$ cat config.mk
export PLATFORM = sky130hd
export DESIGN_NAME = lcl_tick_timer
export DESIGN_NICKNAME = d
export VERILOG_FILES = /design/src/rtl/lcl_tick_pkg.sv /design/src/rtl/ltt_prescaler.sv /design/src/rtl/ltt_evtcnt.sv /design/src/rtl/ltt_chan_regs.sv /design/src/rtl/ltt_channel.sv /design/src/rtl/lcl_tick_timer.sv
export SDC_FILE = /design/constraint.sdc
export NUM_CORES = 1
export LEC_CHECK = 0
export BUFFER_PORTS_ARGS = -buffer_cell sky130_fd_sc_hd__buf_2
export CORE_ASPECT_RATIO = 0.5
export CORE_MARGIN = 4
export CORE_UTILIZATION = 45
export DETAILED_ROUTE_END_ITERATION = 8
export PLACE_DENSITY = 0.63
export SLEW_MARGIN = 20
export SYNTH_ARGS = -nofsm -noshare
export SYNTH_HDL_FRONTEND = slang
export SYNTH_HIERARCHICAL = 1
export SYNTH_SLANG_ARGS = --single-unit
$ cat constraint.sdc
create_clock -name clk -period 5.65 [get_ports clk]
set_input_delay 0.2825 -clock clk [delete_from_list [all_inputs] [get_ports clk]]
set_output_delay 0.2825 -clock clk [all_outputs]
set_load 0.01 [all_outputs]
$ cat src/rtl/lcl_tick_pkg.sv
`timescale 1ns/1ps
package lcl_tick_pkg;
    localparam int ADDR_W = 12;
    localparam logic [3:0] FIRST_PAGE = 4'h3;
    localparam logic [7:0] OFF_TBUF = 8'h00;
    localparam logic [7:0] OFF_IBUF = 8'h08;
    localparam logic [7:0] OFF_CTRL = 8'h20;
    localparam logic [7:0] OFF_ISTA = 8'h30;
    localparam logic [7:0] OFF_IEN  = 8'h34;
    localparam logic [7:0] OFF_WST  = 8'h40;
    localparam int CTL_TICK_RUN = 0;
    localparam int CTL_EVT_RUN  = 1;
    localparam int CTL_INTERVAL = 2;
    localparam int WST_TBUF = 0;
    localparam int WST_IBUF = 1;
    localparam int WST_CTRL = 3;
    localparam int UPD_BIT  = 31;

    typedef enum logic {
        IC_IDLE  = 1'b0,
        IC_COUNT = 1'b1
    } evt_state_t;
endpackage

$ cat src/rtl/ltt_prescaler.sv
`timescale 1ns/1ps
module ltt_prescaler #(
    parameter int TICK_W = 32
) (
    input  logic              clk,
    input  logic              rst_n,
    input  logic              run,
    input  logic [TICK_W-1:0] reload,
    output logic              tick
);
    logic [TICK_W-1:0] cnt_q;

    always_comb tick = run && (cnt_q == '0);

    always_ff @(posedge clk or negedge rst_n) begin
        if (!rst_n) begin
            cnt_q <= '0;
        end else if (!run) begin
            cnt_q <= reload;
        end else if (cnt_q == '0) begin
            cnt_q <= reload;
        end else begin
            cnt_q <= cnt_q - TICK_W'(1);
        end
    end
endmodule

$ cat src/rtl/ltt_evtcnt.sv
`timescale 1ns/1ps
module ltt_evtcnt
    import lcl_tick_pkg::*;
#(
    parameter int ICNT_W = 31
) (
    input  logic              clk,
    input  logic              rst_n,
    input  logic              en,
    input  logic              interval,
    input  logic              tick,
    input  logic              upd_load,
    input  logic [ICNT_W-1:0] upd_val,
    input  logic [ICNT_W-1:0] reload,
    output logic              expire,
    output logic              oneshot_done,
    output logic              counting
);
    evt_state_t        state_q, state_d;
    logic [ICNT_W-1:0] cnt_q;

    always_ff @(posedge clk or negedge rst_n) begin
        if (!rst_n) state_q <= IC_IDLE;
        else        state_q <= state_d;
    end

    always_comb begin
        state_d = state_q;
        unique case (state_q)
            IC_IDLE:  if (en) state_d = IC_COUNT;
            IC_COUNT: if (!en || oneshot_done) state_d = IC_IDLE;
        endcase
    end

    always_comb begin
        counting     = (state_q == IC_COUNT);
        expire       = counting && en && tick && (cnt_q == '0);
        oneshot_done = expire && !interval;
    end

    always_ff @(posedge clk or negedge rst_n) begin
        if (!rst_n) begin
            cnt_q <= '0;
        end else if (upd_load) begin
            cnt_q <= upd_val;
        end else if (state_q == IC_IDLE) begin
            cnt_q <= reload;
        end else if (en && tick) begin
            if (cnt_q == '0) cnt_q <= reload;
            else             cnt_q <= cnt_q - ICNT_W'(1);
        end
    end
endmodule

$ cat src/rtl/ltt_chan_regs.sv
`timescale 1ns/1ps
module ltt_chan_regs
    import lcl_tick_pkg::*;
#(
    parameter int CH_IDX = 0,
    parameter int TICK_W = 32,
    parameter int ICNT_W = 31
) (
    input  logic              clk,
    input  logic              rst_n,
    input  logic              bus_wr_en,
    input  logic [ADDR_W-1:0] bus_addr,
    input  logic [31:0]       bus_wdata,
    output logic [31:0]       rd_data,
    input  logic              expire,
    input  logic              oneshot_done,
    output logic [TICK_W-1:0] tbuf,
    output logic [ICNT_W-1:0] ibuf,
    output logic              tick_run,
    output logic              evt_run,
    output logic              interval,
    output logic              upd_load,
    output logic [ICNT_W-1:0] upd_val,
    output logic              ista,
    output logic              irq,
    output logic              wst_tbuf
);
    localparam logic [3:0] PAGE = 4'(int'(FIRST_PAGE) + CH_IDX);

    logic        p_v;
    logic [7:0]  p_off;
    logic [31:0] p_d;
    logic [2:0]  ctrl_q;
    logic        ien_q;
    logic        wst_i_q, wst_c_q;
    logic        ap_tbuf, ap_ibuf, ap_ctrl, ap_ista, ap_ien, ap_wst;
    logic        sel_wr, sel_rd;

    always_comb begin
        sel_wr = bus_wr_en && (bus_addr[11:8] == PAGE);
        sel_rd = (bus_addr[11:8] == PAGE);
    end

    // capture stage: a write is held one cycle before it is applied
    always_ff @(posedge clk or negedge rst_n) begin
        if (!rst_n) begin
            p_v   <= 1'b0;
            p_off <= '0;
            p_d   <= '0;
        end else begin
            p_v   <= sel_wr;
            p_off <= bus_addr[7:0];
            p_d   <= bus_wdata;
        end
    end

    always_comb begin
        ap_tbuf = p_v && (p_off == OFF_TBUF);
        ap_ibuf = p_v && (p_off == OFF_IBUF);
        ap_ctrl = p_v && (p_off == OFF_CTRL);
        ap_ista = p_v && (p_off == OFF_ISTA);
        ap_ien  = p_v && (p_off == OFF_IEN);
        ap_wst  = p_v && (p_off == OFF_WST);
        upd_load = ap_ibuf && p_d[UPD_BIT];
        upd_val  = p_d[ICNT_W-1:0];
    end

    always_ff @(posedge clk or negedge rst_n) begin
        if (!rst_n) begin
            tbuf     <= '0;
            ibuf     <= '0;
            ctrl_q   <= '0;
            ien_q    <= 1'b0;
            ista     <= 1'b0;
            wst_tbuf <= 1'b0;
            wst_i_q  <= 1'b0;
            wst_c_q  <= 1'b0;
        end else begin
            if (ap_tbuf) tbuf <= p_d[TICK_W-1:0];
            if (ap_ibuf) ibuf <= p_d[ICNT_W-1:0];
            if (ap_ien)  ien_q <= p_d[0];

            if (ap_ctrl)           ctrl_q <= p_d[2:0];
            else if (oneshot_done) ctrl_q[CTL_EVT_RUN] <= 1'b0;

            if (expire)                  ista <= 1'b1;
            else if (ap_ista && p_d[0])  ista <= 1'b0;

            if (ap_tbuf)                       wst_tbuf <= 1'b1;
            else if (ap_wst && p_d[WST_TBUF])  wst_tbuf <= 1'b0;
            if (ap_ibuf)                       wst_i_q <= 1'b1;
            else if (ap_wst && p_d[WST_IBUF])  wst_i_q <= 1'b0;
            if (ap_ctrl)                       wst_c_q <= 1'b1;
            else if (ap_wst && p_d[WST_CTRL])  wst_c_q <= 1'b0;
        end
    end

    always_comb begin
        tick_run = ctrl_q[CTL_TICK_RUN];
        evt_run  = ctrl_q[CTL_EVT_RUN];
        interval = ctrl_q[CTL_INTERVAL];
        irq      = ista && ien_q;
    end

    always_comb begin
        rd_data = '0;
        if (sel_rd) begin
            unique case (bus_addr[7:0])
                OFF_TBUF: rd_data = 32'(tbuf);
                OFF_IBUF: rd_data = 32'(ibuf);
                OFF_CTRL: rd_data = {29'd0, ctrl_q};
                OFF_ISTA: rd_data = {31'd0, ista};
                OFF_IEN:  rd_data = {31'd0, ien_q};
                OFF_WST:  rd_data = {28'd0, wst_c_q, 1'b0, wst_i_q, wst_tbuf};
                default:  rd_data = '0;
            endcase
        end
    end
endmodule

$ cat src/rtl/ltt_channel.sv
`timescale 1ns/1ps
module ltt_channel
    import lcl_tick_pkg::*;
#(
    parameter int CH_IDX = 0,
    parameter int TICK_W = 32,
    parameter int ICNT_W = 31
) (
    input  logic              clk,
    input  logic              rst_n,
    input  logic              bus_wr_en,
    input  logic [ADDR_W-1:0] bus_addr,
    input  logic [31:0]       bus_wdata,
    output logic [31:0]       rd_data,
    output logic              irq,
    output logic              tick,
    output logic              expire,
    output logic              counting,
    output logic              interval,
    output logic              ista,
    output logic              tbuf_zero,
    output logic              wst_tbuf
);
    logic [TICK_W-1:0] tbuf;
    logic [ICNT_W-1:0] ibuf, upd_val;
    logic              tick_run, evt_run, upd_load, oneshot_done;

    ltt_chan_regs #(.CH_IDX(CH_IDX), .TICK_W(TICK_W), .ICNT_W(ICNT_W)) u_regs (
        .clk(clk), .rst_n(rst_n), .bus_wr_en(bus_wr_en), .bus_addr(bus_addr),
        .bus_wdata(bus_wdata), .rd_data(rd_data), .expire(expire),
        .oneshot_done(oneshot_done), .tbuf(tbuf), .ibuf(ibuf),
        .tick_run(tick_run), .evt_run(evt_run), .interval(interval),
        .upd_load(upd_load), .upd_val(upd_val), .ista(ista), .irq(irq),
        .wst_tbuf(wst_tbuf)
    );

    ltt_prescaler #(.TICK_W(TICK_W)) u_presc (
        .clk(clk), .rst_n(rst_n), .run(tick_run), .reload(tbuf), .tick(tick)
    );

    ltt_evtcnt #(.ICNT_W(ICNT_W)) u_evt (
        .clk(clk), .rst_n(rst_n), .en(evt_run), .interval(interval), .tick(tick),
        .upd_load(upd_load), .upd_val(upd_val), .reload(ibuf),
        .expire(expire), .oneshot_done(oneshot_done), .counting(counting)
    );

    always_comb tbuf_zero = (tbuf == '0);
endmodule

$ cat src/rtl/lcl_tick_timer.sv
`timescale 1ns/1ps
module lcl_tick_timer
    import lcl_tick_pkg::*;
#(
    parameter int NUM_CH = 2,
    parameter int TICK_W = 32,
    parameter int ICNT_W = 31
) (
    input  logic              clk,
    input  logic              rst_n,
    input  logic              bus_wr_en,
    input  logic [ADDR_W-1:0] bus_addr,
    input  logic [31:0]       bus_wdata,
    output logic [31:0]       bus_rdata,
    output logic [NUM_CH-1:0] irq
);
    logic [31:0]       ch_rd [NUM_CH];
    logic [NUM_CH-1:0] ch_tick, ch_expire, ch_counting, ch_interval;
    logic [NUM_CH-1:0] ch_ista, ch_tbuf_zero, ch_wst_tbuf;

    for (genvar g = 0; g < NUM_CH; g++) begin : g_ch
        ltt_channel #(.CH_IDX(g), .TICK_W(TICK_W), .ICNT_W(ICNT_W)) u_ch (
            .clk(clk), .rst_n(rst_n), .bus_wr_en(bus_wr_en), .bus_addr(bus_addr),
            .bus_wdata(bus_wdata), .rd_data(ch_rd[g]), .irq(irq[g]),
            .tick(ch_tick[g]), .expire(ch_expire[g]), .counting(ch_counting[g]),
            .interval(ch_interval[g]), .ista(ch_ista[g]),
            .tbuf_zero(ch_tbuf_zero[g]), .wst_tbuf(ch_wst_tbuf[g])
        );
    end

    always_comb begin
        bus_rdata = '0;
        for (int i = 0; i < NUM_CH; i++) bus_rdata = bus_rdata | ch_rd[i];
    end
endmodule

==> results by group, run 1 <==
Worst setup path
  • CP Buf/Inv Count: 3
  • Worst Setup EP: g_ch[1].u_ch/u_evt/cnt_q[12]
  • WP data arrival: around 4.1 ns
  • Reg2Reg Depth: 10
  • Worst reg2reg endpoint: g_ch[1].u_ch/u_evt/cnt_q[12]
  • CP max FO: 37
  • Worst reg2reg startpoint: g_ch[1].u_ch/u_regs/p_off[6]
  • Worst reg-to-reg setup slack: between 1.5 and 2 ns
  • Worst-path cell chain: nor3b_1 > nand4_1 > buf_4 > nor2_2 > buf_4 > clkinv_1 > nand2_1 > nor2_4 > a222oi_1 > o21ai_0
  • CP max stage delay: 0.63 ns
  • CP Capture Type: register
  • Crit path kind: register to register
  • Crit path max-delay family: simple AND/OR/NAND/NOR gates
  • CP Launch Type: register
  • Worst path slowest cell: nand2_1
  • CP required: 6.03 ns
  • CP Depth: 10
  • Most used cell, CP: buf_4
  • Critical Path Source: g_ch[1].u_ch/u_regs/p_off[6]

Route
  • Post-detailed-route via-to-cell ratio: around 5.7
  • Total Routed Length: between 40000 and 50000 microns
  • Vias: 13.1k
  • DRC: 0
  • Post-DRT Antenna Nets: 0
  • DR pass1 iterations: 8
  • Routed length per instance: 21.1 microns
  • DRT iter0 DRCs: 1416

Die
  • Rows: 51
  • DIE AREA: 43000 sq um
  • Core area: around 39000 sq um
  • Starting density of the core: 45.7%
  • Die Y: 149 microns
  • Die width: 289 microns
  • IO Pins: 81

Clock tree
  • Max clock buf depth: 3
  • Clock Latency Late Sink: 0.53 ns
  • Root buffer cell: clkbuf_16
  • CTS Buf Count: 35
  • CTS Sinks: roughly 350
  • Htree depth: 2
  • Resize count post-CTS: 0
  • Post-CTS Setup Inserts: 0
  • Clk slew on worst S/H paths: 0.07 ns
  • CTS tree: yes

Timing
  • Final Skew: about 0.014 ns
  • Tightest Pin Transition: ~0.96 ns
  • Setup violators final: 0
  • TNS Setup: 0 ns
  • Fin crit period: between 3 and 4 ns
  • Final hold vios: 0
  • RSZ-0062 raised after global routing: no
  • Fin crit share: 66.4%
  • Slew headroom: 35.8%
  • Highest Clock Rate: 267 MHz
  • Max-slew violations: 0

Pwr
  • Power Dens Cells: 271 nW/um^2
  • Switching Fraction: a little under a quarter
  • Internal power: around 4.1 mW
  • Clock power frac: around 45%
  • Comb power frac: under 10%
  • Flop pwr share: 48.8%
  • Peak VDD IR: 0.160 mV
  • P_leak: 9.46 nW
  • Sw Pwr: around 1.2 mW

Layout
  • Filler cell count: 3523
  • Layout cells sized above 1: 18.2%
  • Final cell count without fillers: around 2.3k
  • Ant diodes: 0
  • Final nets: 1780
  • Area grow syn2layout: 10.9%
  • Finished Core Util: 50.6%

Run status
  • Status: complete, no violations

GRT
  • First-pass GRT wire length: 75200 microns
  • Grt ovf: 0
  • Vias in the first global route: 12.7k
  • Initial antenna violation count: 4
  • Total GRT Usage: 22.5%
  • Largest net degree at the start of global routing: 176

Synthesis
  • Syn Inst Count: 1694
  • Syn Area/Cell: 10.5 sq um
  • Syn Nets: 1749
  • Syn. warnings: 6
  • Mapped Area: 17800 sq um

Placement
  • Global placement routability congestion: 0.923
  • Port-buffer cells: 80
  • Placed Cells: 2178
  • DP Wirelength: around 33000 microns

Run
  • Max-cap violations: 0

Min path
  • Hold Path Class: primary input to register
[sequential cells by signal, summed over array words and instances, names as in the netlist]
name                       count
g_ch.u_ch/u_evt/cnt_q         62
g_ch.u_ch/u_evt/counting       2
g_ch.u_ch/u_presc/cnt_q       64
g_ch.u_ch/u_regs/ctrl_q        6
g_ch.u_ch/u_regs/ibuf         62
g_ch.u_ch/u_regs/ien_q         2
g_ch.u_ch/u_regs/ista          2
g_ch.u_ch/u_regs/p_d          64
g_ch.u_ch/u_regs/p_off        16
g_ch.u_ch/u_regs/p_v           2
g_ch.u_ch/u_regs/tbuf         64
g_ch.u_ch/u_regs/wst_c_q       2
g_ch.u_ch/u_regs/wst_i_q       2
g_ch.u_ch/u_regs/wst_tbuf      2
[worst register-to-register path: cells and delay by family, from the launching register on]
family                 cells  cell delay [ns]
DFF                        1             0.38
and+or+nand+nor            5             1.44
AOI/OAI and AO/OA          2             0.51
buffers and inverters      3             1.29
[metrics by stage]
stage	area (sq um)	power [mW]	hold slack, ns	worst slack [ns]
after floorplan	17800	2.83	-0.0131	2.75
after global placement	18200	2.95	0.405	2.03
after detailed placement	18200	2.95	0.405	1.97
after CTS	19700	5.39	0.0308	1.95
after global routing	19700	5.52	0.0438	1.57
final	19700	5.35	0.0560	1.90
[worst min path at each step]
stage                        startpoint                      endpoint  slack (ns)  depth (start not counted)
after floorplan                   rst_n   g_ch[0].u_ch/u_evt/cnt_q[0]       -0.01                          0
after global placement    bus_wdata[20]   g_ch[1].u_ch/u_regs/p_d[20]        0.40                          1
after detailed placement  bus_wdata[10]   g_ch[1].u_ch/u_regs/p_d[10]        0.41                          1
after CTS                   bus_addr[4]  g_ch[0].u_ch/u_regs/p_off[4]        0.03                          1
after global routing        bus_addr[4]  g_ch[0].u_ch/u_regs/p_off[4]        0.04                          1
final                       bus_addr[4]  g_ch[0].u_ch/u_regs/p_off[4]        0.06                          1
[what timing repair did]
action | in CTS | in global routing
setup endpoints to repair | 0 | 0
hold endpoints to repair | 187 | 0
hold buffers | 38 | 0
[cell type report]
class	count	area [sq um]	share of cell area (%)
Inverter	23	86.3	0.437
Sequential cell	352	8810	44.6
Timing Repair Buffer	136	938	4.75
Multi-Input combinational cell	1177	8080	40.9
Tap cell	530	663	3.36
Clock buffer	48	1020	5.15
Clock inverter	10	155	0.786
[power groups by stage]
stage          logic (mW)  clock network, mW  registers, mW
3_3_place_gp        0.296                  0           2.65
4_1_cts             0.319               2.46           2.61
6_report            0.318               2.42           2.61
2_1_floorplan       0.205                  0           2.63
3_5_place_dp        0.296                  0           2.65
5_1_grt             0.353               2.56           2.61
[per-layer routing]
layer / up-vias / wire, microns / global-route usage, %
li1: 6108 / - / -
met1: 6519 / 23200 / 34.8
met2: 381 / 20500 / 32.5
met3: 69 / 3320 / 4.55
met4: 2 / 931 / 4.84
met5: - / 13 / 0
[cells in the final DEF, fill, tap and decap left out, drive strengths merged, types with 15 or more instances in the layout]
master       count
dfrtp          352
mux2           138
nor2           135
nand2          129
o21ai          114
buf             98
nor3            67
xnor2           67
a22oi           50
clkbuf          48
a21oi           45
nand3           42
or2             40
mux2i           38
dlygate4sd3     38
nor4            37
xor2            30
or3             30
inv             22
or4             20
nor2b           15
(Power assumes the default switching activity.)
==> run 2, diff against run 1 <==
==> constraint.sdc (replaced) <==
create_clock -name clk -period 3.7 [get_ports clk]
set_input_delay 0.185 -clock clk [delete_from_list [all_inputs] [get_ports clk]]
set_output_delay 0.185 -clock clk [all_outputs]
set_load 0.01 [all_outputs]
==> run 2 against run 1 <==
Effect of this change:
- largest cell class unchanged
- utilization up 0.78 points
- clock skew increased by 0.0027 ns
- clock power rose by 59%
- sequential power increased by 53%
- critical path depth fell by 1
- largest power group unchanged
- fmax increased by 9.9%
- register-to-register slack worse by 1.6 ns
- non-clock buffer count increased by 23
- cell count up 1.1%
==> results by group, run 2 (synthesized netlist as in run 1, its figures left out) <==
Run status
  • Status: complete, no violations (unchanged)

Placement
  • Placed Cells: 2196 (was 2178)
  • Port-buffer cells: 80 (unchanged)
  • DP Wirelength: 34500 microns (was 33500 microns)
  • Global placement routability congestion: 0.916 (was 0.923)

Clock tree
  • CTS Sinks: 352 (unchanged)
  • Htree depth: 2 (unchanged)
  • CTS tree: yes (unchanged)
  • Clock Latency Late Sink: 0.53 ns (about the same)
  • Root buffer cell: clkbuf_16 (unchanged)
  • Max clock buf depth: 3 (unchanged)
  • CTS Buf Count: 35 (unchanged)
  • Clk slew on worst S/H paths: 0.07 ns (about the same)

Route
  • Vias: 13.3k (was 13.1k)
  • DR pass1 iterations: 5 (was 8)
  • Routed length per instance: 21.3 microns (was 21.1 microns)
  • Total Routed Length: 48900 microns (was 48000 microns)
  • DRC: 0 (unchanged)
  • DRT iter0 DRCs: 1298 (was 1416)
  • Post-DRT Antenna Nets: 0 (unchanged)
  • Post-detailed-route via-to-cell ratio: 5.79 (was 5.75)

GRT
  • Met1 Use GR: 35.0% (was 34.8%)
  • First-pass GRT wire length: 77000 microns (was 75200 microns)
  • Met2 Usage GRT: 34.3% (was 32.5%)
  • Total GRT Usage: 23.0% (was 22.5%)
  • Grt met3 use: 4.30% (was 4.55%)
  • Vias in the first global route: 13.1k (was 12.7k)
  • Largest net degree at the start of global routing: 93 (was 176)
  • Top Usage Layer GRT: met1 (unchanged)
  • Initial antenna violation count: 1 (was 4)
  • Grt ovf: 0 (unchanged)

Timing
  • Slew headroom: 38.0% (was 35.8%)
  • TNS Setup: 0 ns (unchanged)
  • Fin crit share: 92.2% (was 66.4%)
  • Fin crit period: 3.41 ns (was 3.75 ns)
  • Highest Clock Rate: 293 MHz (was 267 MHz)
  • Tightest Pin Transition: 0.930 ns (was 0.961 ns)
  • Final Skew: 0.0167 ns (was 0.0140 ns)
  • RSZ-0062 raised after global routing: no (unchanged)
  • Setup violators final: 0 (unchanged)
  • Max-slew violations: 0 (unchanged)
  • Final hold vios: 0 (unchanged)

Die
  • Core area: 39000 sq um (unchanged)
  • IO Pins: 81 (unchanged)
  • Die Y: 149 microns (unchanged)
  • Rows: 51 (unchanged)
  • Die width: 289 microns (unchanged)
  • Starting density of the core: 45.7% (unchanged)
  • DIE AREA: 43000 sq um (unchanged)

Worst setup path
  • CP required: 4.16 ns (was 6.03 ns)
  • CP max FO: 17 (was 37)
  • Crit path max-delay family: simple AND/OR/NAND/NOR gates (unchanged)
  • Most used cell, CP: or3_1 (was buf_4)
  • CP Buf/Inv Count: 0 (was 3)
  • Crit path kind: register to register (unchanged)
  • CP max stage delay: 0.49 ns (was 0.63 ns)
  • CP Launch Type: register (unchanged)
  • CP Capture Type: register (unchanged)
  • WP data arrival: 3.87 ns (was 4.13 ns)
  • Worst-path cell chain: nor4_2 > nand4_1 > or3_1 > nor3_1 > nand2_1 > and2_1 > or3_1 > a211oi_2 > a211o_1 (was nor3b_1 > nand4_1 > buf_4 > nor2_2 > buf_4 > clkinv_1 > nand2_1 > nor2_4 > a222oi_1 > o21ai_0)
  • Worst path slowest cell: nor4_2 (was nand2_1)

Layout
  • Final cell count without fillers: 2301 (was 2276)
  • Commonest non-fill, non-tap cell in the layout: dfrtp_1 (unchanged)
  • Ant diodes: 0 (unchanged)
  • Area grow syn2layout: 12.6% (was 10.9%)
  • Layout cells sized above 1: 19.1% (was 18.2%)
  • Top flop regs: g_ch.u_ch/u_presc/cnt_q: 64 flops, g_ch.u_ch/u_regs/p_d: 64 flops, g_ch.u_ch/u_regs/tbuf: 64 flops (unchanged)
  • Commonest cells after routing, fill and taps aside: dfrtp_1 (352), nor2_1 (132), nand2_1 (128) (was dfrtp_1 (352), nor2_1 (131), nand2_1 (128))
  • Final nets: 1803 (was 1780)

Pwr
  • P_leak: 9.61 nW (was 9.46 nW)
  • Peak VDD IR: 0.248 mV (was 0.160 mV)
  • Power Dens Cells: 416 nW/um^2 (was 271 nW/um^2)

Run
  • Max-cap violations: 0 (unchanged)

Min path
  • Hold Path Class: primary input to async pin (was primary input to register)
==> run 2: cell count changes in the layout (fill, tap and decap cells not counted), moves of 3 or more <==
cell	change
clkinvlp_4	+3
dlygate4sd3_1	+7
buf_4	+12
clkbuf_1	-4
buf_12	+4
==> run 2: layer usage <==
metal | routed length (microns) | share of wire (%)
met1 | 23200 | 47
met2 | 21300 | 44
met3 | 3510 | 7.2
met4 | 914 | 1.9
met5 | 0 | 0
==> run 2: final timing paths <==
path	start	end	slack [ns]	cells past startpoint
max in group asynchronous	rst_n	g_ch[1].u_ch/u_presc/cnt_q[6]	2.58	3
hold reg to reg	g_ch[0].u_ch/u_regs/wst_c_q	g_ch[0].u_ch/u_regs/wst_c_q	0.49	1
setup / recovery	g_ch[0].u_ch/u_presc/cnt_q[8]	g_ch[0].u_ch/u_evt/cnt_q[27]	0.29	9
hold / removal	rst_n	g_ch[1].u_ch/u_regs/tbuf[14]	0.26	2
min in group clk	bus_wdata[19]	g_ch[1].u_ch/u_regs/p_d[19]	0.31	2
setup reg to reg	g_ch[0].u_ch/u_presc/cnt_q[8]	g_ch[0].u_ch/u_evt/cnt_q[27]	0.29	9
==> run 2: where the power goes <==
part / total (mW) / switching [mW] / internal [mW]
sequential: 3.99 / 0.0794 / 3.91
clock: 3.85 / 1.55 / 2.30
combinational: 0.507 / 0.305 / 0.203
==> run 2: area by class of cell <==
type,instances,area [sq um]
fillers,3476,18900
flip-flops and latches,352,8810
well taps,530,663
clock buffers,45,1020
inverters,23,86.3
clock inverters,15,224
multi-input cells,1177,8080
repair buffers,159,1180
==> run 2: worst register-to-register path, stage by stage, from the launching register on <==
cell and delay (ns):
dfrtp_1 0.43, nor4_2 0.49, nand4_1 0.27, or3_1 0.39
nor3_1 0.32, nand2_1 0.26, and2_1 0.44, or3_1 0.45
a211oi_2 0.19, a211o_1 0.11
==> run 2: what timing repair did <==
| action | 4_1_cts | 5_1_grt |
|---|---|---|
| setup buffers | 0 | 0 |
| gates resized for setup | 0 | 0 |
| hold endpoints to repair | 168 | 0 |
| hold buffers | 45 | 0 |
==> run 2: through the flow <==
| step | total power [mW] | area (sq um) | util (%) | hold slack (ns) | setup slack, ns |
|---|---|---|---|---|---|
| after floorplan | 4.33 | 17800 | - | -0.111 | 0.805 |
| after global placement | 4.52 | 18400 | 47.1 | 0.260 | 0.448 |
| after detailed placement | 4.52 | 18400 | 47.1 | 0.260 | 0.353 |
| after CTS | 8.41 | 20100 | 51.4 | 0.286 | 0.261 |
| after global routing | 8.63 | 20100 | 51.4 | 0.309 | 0.0824 |
| final | 8.34 | 20100 | 51.4 | 0.257 | 0.288 |
